===== config.mk =====
export PLATFORM = sky130hd
export DESIGN_NAME = can_fault_conf
export DESIGN_NICKNAME = d
export VERILOG_FILES = /design/src/rtl/can_fc_pkg.sv /design/src/rtl/can_fc_ctrl.sv /design/src/rtl/can_fc_dpath.sv /design/src/rtl/can_fault_conf.sv
export SDC_FILE = /design/constraint.sdc
export NUM_CORES = 1
export LEC_CHECK = 0
export ABC_AREA = 0
export BUFFER_PORTS_ARGS = -buffer_cell sky130_fd_sc_hd__buf_2
export CORE_ASPECT_RATIO = 2
export CORE_UTILIZATION = 59
export DETAILED_ROUTE_END_ITERATION = 10
export PLACE_DENSITY_LB_ADDON = 0.05
export SYNTH_ARGS = -nofsm -noshare
export SYNTH_HDL_FRONTEND = slang
export SYNTH_SLANG_ARGS = --single-unit
export TNS_END_PERCENT = 1

===== constraint.sdc =====
create_clock -name clk -period 6.21 [get_ports clk]
set_input_delay 1.242 -clock clk [delete_from_list [all_inputs] [get_ports clk]]
set_output_delay 1.242 -clock clk [all_outputs]
set_load 0.02 [all_outputs]

===== src/rtl/can_fc_pkg.sv =====
package can_fc_pkg;
  localparam int MAJOR_INC = 8;
  localparam int MINOR_INC = 1;
  localparam int ADD_W     = 5;

  typedef struct packed {
    logic rxErr;
    logic rxBitErrAct;
    logic rxBitErrOvl;
    logic rxDomAfterFlag;
    logic txErrFlag;
    logic txAckPassNoDom;
    logic txArbStuff;
    logic txBitErrFlag;
    logic domPenalty;
    logic isTx;
    logic rxOk;
    logic txOk;
    logic clr;
  } evt_t;

  typedef struct packed {
    logic [ADD_W-1:0] recAdd;
    logic             recDec;
    logic [ADD_W-1:0] tecAdd;
    logic             tecDec;
    logic             clr;
  } strb_t;
endpackage


===== src/rtl/can_fc_ctrl.sv =====
module can_fc_ctrl
  import can_fc_pkg::*;
(
  input  evt_t  evt,
  input  logic  busOff,
  output strb_t strb
);
  localparam logic [ADD_W-1:0] BIG   = ADD_W'(MAJOR_INC);
  localparam logic [ADD_W-1:0] SMALL = ADD_W'(MINOR_INC);

  logic [ADD_W-1:0] recAddC;
  logic [ADD_W-1:0] tecAddC;

  always_comb begin
    recAddC = '0;
    if (evt.rxErr) begin
      if (evt.rxBitErrAct)       recAddC = recAddC + BIG;
      else if (!evt.rxBitErrOvl) recAddC = recAddC + SMALL;
    end
    if (evt.rxDomAfterFlag)            recAddC = recAddC + BIG;
    if (evt.domPenalty && !evt.isTx)   recAddC = recAddC + BIG;
  end

  always_comb begin
    tecAddC = '0;
    if (evt.txErrFlag && !evt.txAckPassNoDom && !evt.txArbStuff)
      tecAddC = tecAddC + BIG;
    if (evt.txBitErrFlag)              tecAddC = tecAddC + BIG;
    if (evt.domPenalty && evt.isTx)    tecAddC = tecAddC + BIG;
    if (busOff)                        tecAddC = '0;
  end

  always_comb begin
    strb.recAdd = recAddC;
    strb.recDec = evt.rxOk && (recAddC == '0);
    strb.tecAdd = tecAddC;
    strb.tecDec = evt.txOk && (tecAddC == '0) && !busOff;
    strb.clr    = evt.clr;
  end
endmodule


===== src/rtl/can_fc_dpath.sv =====
module can_fc_dpath
  import can_fc_pkg::*;
#(
  parameter int REC_W       = 8,
  parameter int TEC_W       = 9,
  parameter int PASSIVE_LIM = 127,
  parameter int BUSOFF_LIM  = 255,
  parameter int FOLD_VAL    = 119
) (
  input  logic             clk,
  input  logic             rstN,
  input  strb_t            strb,
  output logic [REC_W-1:0] recQ,
  output logic [TEC_W-1:0] tecQ,
  output logic             errorActive,
  output logic             errorPassive,
  output logic             busOff
);
  localparam logic [REC_W-1:0] REC_MAX  = '1;
  localparam logic [TEC_W-1:0] TEC_MAX  = '1;
  localparam logic [REC_W-1:0] REC_PL   = REC_W'(PASSIVE_LIM);
  localparam logic [TEC_W-1:0] TEC_PL   = TEC_W'(PASSIVE_LIM);
  localparam logic [TEC_W-1:0] TEC_OFF  = TEC_W'(BUSOFF_LIM);
  localparam logic [REC_W-1:0] REC_FOLD = REC_W'(FOLD_VAL);

  logic [REC_W:0] recSum;
  logic [TEC_W:0] tecSum;
  logic [REC_W-1:0] recSat;
  logic [TEC_W-1:0] tecSat;

  assign recSum = {1'b0, recQ} + (REC_W+1)'(strb.recAdd);
  assign tecSum = {1'b0, tecQ} + (TEC_W+1)'(strb.tecAdd);
  assign recSat = recSum[REC_W] ? REC_MAX : recSum[REC_W-1:0];
  assign tecSat = tecSum[TEC_W] ? TEC_MAX : tecSum[TEC_W-1:0];

  always_ff @(posedge clk or negedge rstN) begin
    if (!rstN) begin
      recQ <= '0;
    end else if (strb.clr) begin
      recQ <= '0;
    end else if (strb.recAdd != '0) begin
      recQ <= recSat;
    end else if (strb.recDec) begin
      if (recQ > REC_PL)     recQ <= REC_FOLD;
      else if (recQ != '0)   recQ <= recQ - 1'b1;
    end
  end

  always_ff @(posedge clk or negedge rstN) begin
    if (!rstN) begin
      tecQ <= '0;
    end else if (strb.clr) begin
      tecQ <= '0;
    end else if (strb.tecAdd != '0) begin
      tecQ <= tecSat;
    end else if (strb.tecDec && tecQ != '0) begin
      tecQ <= tecQ - 1'b1;
    end
  end

  assign busOff       = tecQ > TEC_OFF;
  assign errorPassive = !busOff && ((recQ > REC_PL) || (tecQ > TEC_PL));
  assign errorActive  = !busOff && !errorPassive;

  AST_CLEAR_ZERO: assert property (@(posedge clk) disable iff (!rstN)
    strb.clr |=> (recQ == '0 && tecQ == '0));

  AST_REC_FOLD: assert property (@(posedge clk) disable iff (!rstN)
    (strb.recDec && !strb.clr && recQ > REC_PL) |=> recQ == REC_FOLD);

  AST_TEC_HOLD: assert property (@(posedge clk) disable iff (!rstN)
    (busOff && !strb.clr) |=> tecQ == $past(tecQ));

  AST_REC_NO_WRAP: assert property (@(posedge clk) disable iff (!rstN)
    (strb.recAdd != '0 && !strb.clr) |=> recQ >= $past(recQ));

  AST_ONE_STATE: assert property (@(posedge clk) disable iff (!rstN)
    $onehot({errorActive, errorPassive, busOff}));
endmodule


===== src/rtl/can_fault_conf.sv =====
module can_fault_conf
  import can_fc_pkg::*;
#(
  parameter int REC_W       = 8,
  parameter int TEC_W       = 9,
  parameter int PASSIVE_LIM = 127,
  parameter int BUSOFF_LIM  = 255,
  parameter int FOLD_VAL    = 119
) (
  input  logic             clk,
  input  logic             rstN,
  input  logic             clear,
  input  logic             rxErr,
  input  logic             rxBitErrAct,
  input  logic             rxBitErrOvl,
  input  logic             rxDomAfterFlag,
  input  logic             txErrFlag,
  input  logic             txAckPassNoDom,
  input  logic             txArbStuff,
  input  logic             txBitErrFlag,
  input  logic             domPenalty,
  input  logic             isTx,
  input  logic             rxOk,
  input  logic             txOk,
  output logic [REC_W-1:0] rec,
  output logic [TEC_W-1:0] tec,
  output logic             errorActive,
  output logic             errorPassive,
  output logic             busOff
);
  evt_t  evt;
  strb_t strb;

  always_comb begin
    evt.rxErr          = rxErr;
    evt.rxBitErrAct    = rxBitErrAct;
    evt.rxBitErrOvl    = rxBitErrOvl;
    evt.rxDomAfterFlag = rxDomAfterFlag;
    evt.txErrFlag      = txErrFlag;
    evt.txAckPassNoDom = txAckPassNoDom;
    evt.txArbStuff     = txArbStuff;
    evt.txBitErrFlag   = txBitErrFlag;
    evt.domPenalty     = domPenalty;
    evt.isTx           = isTx;
    evt.rxOk           = rxOk;
    evt.txOk           = txOk;
    evt.clr            = clear;
  end

  can_fc_ctrl uCtrl (
    .evt    (evt),
    .busOff (busOff),
    .strb   (strb)
  );

  can_fc_dpath #(
    .REC_W       (REC_W),
    .TEC_W       (TEC_W),
    .PASSIVE_LIM (PASSIVE_LIM),
    .BUSOFF_LIM  (BUSOFF_LIM),
    .FOLD_VAL    (FOLD_VAL)
  ) uDpath (
    .clk          (clk),
    .rstN         (rstN),
    .strb         (strb),
    .recQ         (rec),
    .tecQ         (tec),
    .errorActive  (errorActive),
    .errorPassive (errorPassive),
    .busOff       (busOff)
  );
endmodule


==> flow_summary.toml <==
[status]
status = "finished, final reports clean"

[setup_path]
crit_path_start_kind = "primary input"
endpoint_kind = "register"
cp_max_fo = 5
cp.arrival_ns = 3.74
cp.required_ns = 6.37
critPathKind = "primary input to register"
setup.worst_path.start = "rxBitErrAct"
crit_end = "uDpath.recQ[2]"
regToRegSetupSlack_ns = 3.27
regToRegEndpoint = "uDpath.tecQ[7]"
worst-r2r-cell-count = 13
reg2reg_from = "uDpath.tecQ[0]"

[clock_network]
cts_tree = "yes"
htreeDepth = 1
clock-sinks = 17
postCtsSetupRepairBufs = 0
cts.path.max_buffers = 2
cts-root-buf = "clkbuf_8"
clk_latency_ns = 0.26
ctsResizeCount = 0
clk_pin_slew_ns = 0.07
numCtsBuffers = 3
cts_hold_buf = 0

[floorplanning]
io_pins = 35
die_height_um = 77.3
core_area_um2 = 2740
rows = 27
die_w_um = 39.7
dieArea_um2 = 3070
initial_core_util_pct = 61.2

[timing]
fmax_mhz = 279
setup_viol = 0
min_period_ns = 3.58
min_period_over_period_pct = 57.7
rsz0062_at_grt = "false"
fin_tns_setup_ns = 0
maxSlewViolCount = 0
worst_clock_skew_ns = 0.00104
worst_slew_pin_slew_ns = 0.750
max_slew_margin_pct = 49.8
layout_setup_ws_ns = 2.63
hold_viol = 0

[grt]
grt_pass1_wl_um = 7710
grt_max_degree = 18
grt.overflow.total = 0
grt_pass1_vias = 1730
antenna_found_initial = 0
grt_util_all_layers_pct = 34.7

[route]
first_iter_violations = 77
wl_per_cell_um = 17.2
vias = 1712
viasPerCell = 6.39
drc = 0
wirelength_um = 4600
postRouteAntennaNets = 0
first_pass_iters = 6

[final_layout]
area_growth_pct = 11.9
drive_gt1_share_pct = 19.2
nets = 271
final_util_pct = 68.4
n_antenna_cell = 0

[yosys]
ys_async_sr_fraction_pct = 100
synth_cells = 211
synth_fp_nets = 242
ys_seq_area_share_pct = 25.4
synth_edf_count = 0
ys_types = 53
synth_seq_cells = 17
avgSynthCellArea_um2 = 7.93
synth_warnings = 0
synthesis.area_um2 = 1670
ys.flop_type = "dfrtp_1"

[placed_design]
io_buffers = 34
place.gp.congestion = 0.849
dp_hpwl_um = 3490
place_ws_ns = 2.44

[worst_hold_path]
hold_path.class = "register to register"
holdCritStartpoint = "uDpath.tecQ[8]"

[job]
drv_cap = 0

[power_and_ir_drop]
power.density_nw_per_um2 = 390
vdd_drop_max_mv = 0.289
leakage_nw = 0.899
==> through the flow <==
stage / instance area [µm²] / power (mW) / instances / hold slack [ns]
5_1_grt: 1870 / 0.790 / 268 / 0.646
2_1_floorplan: 1670 / 0.521 / 211 / 0.654
3_3_place_gp: 1830 / 0.623 / 264 / 0.597
3_5_place_dp: 1830 / 0.636 / 264 / 0.603
4_1_cts: 1870 / 0.725 / 268 / 0.618
6_report: 1870 / 0.731 / 268 / 0.622
==> report_power, final <==
part	switching (mW)	internal [mW]	leakage [nW]	total (mW)
combinational	0.261	0.172	0.645	0.432
clock	0.0418	0.0447	0.0255	0.0865
sequential	0.0714	0.141	0.228	0.212
==> critical path, cell delays in order <==
cell and delay, ns:
buf_2 0.10, nor3b_1 0.50, ha_1 0.32, ha_1 0.24, a31o_2 0.21, a21o_1 0.18
nand2_1 0.07, o21ai_0 0.43, o21ai_1 0.11, a221oi_1 0.31
==> metal layers <==
metal  share of wire [%]  track usage (%)  up-vias
li1                    -                -      816
met1                  36             36.5      802
met2                  56             57.4       74
met3                 4.0             6.86       20
met4                 3.5             22.8        0
met5                   0                0        -
==> registers in the layout (all words and copies together), names as in the netlist <==
name / flops
uDpath.tecQ: 9
uDpath.recQ: 8
==> cells by family (layout without fill, tap and decap cells) <==
family | Yosys count | in the layout | synth area share (%)
multiplexers | 4 | 4 | 2.47
XOR/XNOR | 13 | 13 | 6.80
AO/OA/AOI/OAI | 53 | 53 | 20.7
AND/OR/NAND/NOR | 83 | 83 | 25.6
buffers and inverters | 25 | 53 | 6.58
flip-flops | 17 | 17 | 25.4
adder cells (fa/ha/maj) | 16 | 16 | 12.4
==> final cells by class <==
class | instances | area (µm²)
clock buffer | 3 | 41.3
clock inverter | 1 | 5.00
fill | 244 | 863
inverter | 15 | 56.3
multi-input combinational | 169 | 1140
sequential | 17 | 425
tap | 29 | 36.3
timing repair buffer | 34 | 170
==> how the worst min path moves through the flow <==
stage | endpoint | slack [ns] | cells past startpoint
3_5_place_dp | uDpath.tecQ[8] | 0.60 | 2
4_1_cts | uDpath.tecQ[8] | 0.62 | 2
6_report | uDpath.tecQ[8] | 0.62 | 2
3_3_place_gp | uDpath.tecQ[8] | 0.60 | 2
2_1_floorplan | uDpath.tecQ[8] | 0.65 | 2
5_1_grt | uDpath.tecQ[8] | 0.65 | 2
==> cells in the final DEF, fill, tap and decap left out, types with 2 or more instances in the layout <==
cell type	instances
a211oi_1	3
a21oi_1	17
a31oi_1	3
a41o_1	2
and4_1	2
buf_2	34
clkbuf_8	3
dfrtp_1	17
ha_1	15
inv_1	14
mux2i_1	3
nand2_1	23
nand3_1	4
nand4_1	3
nor2_1	21
nor3_1	9
nor3b_1	3
nor4_1	6
o211ai_1	2
o21ai_0	13
xnor2_1	5
xor2_1	8
==> Yosys cell counts (2+ instances only) <==
cell | n | area share, %
a211oi_1 | 3 | 1.3
a21oi_1 | 17 | 5.1
a31oi_1 | 3 | 1.1
a41o_1 | 2 | 1.2
and4_1 | 2 | 1.0
buf_2 | 4 | 1.2
clkbuf_1 | 3 | 0.67
dfrtp_1 | 17 | 25
ha_1 | 15 | 11
inv_1 | 14 | 3.1
mux2i_1 | 3 | 1.8
nand2_1 | 23 | 5.2
nand3_1 | 4 | 1.2
nand4_1 | 3 | 1.1
nor2_1 | 21 | 4.7
nor3_1 | 9 | 2.7
nor3b_1 | 3 | 1.3
nor4_1 | 6 | 2.2
o211ai_1 | 2 | 0.90
o21ai_0 | 13 | 3.9
xnor2_1 | 5 | 2.6
xor2_1 | 8 | 4.2
Power figures use the tool's default switching activity.
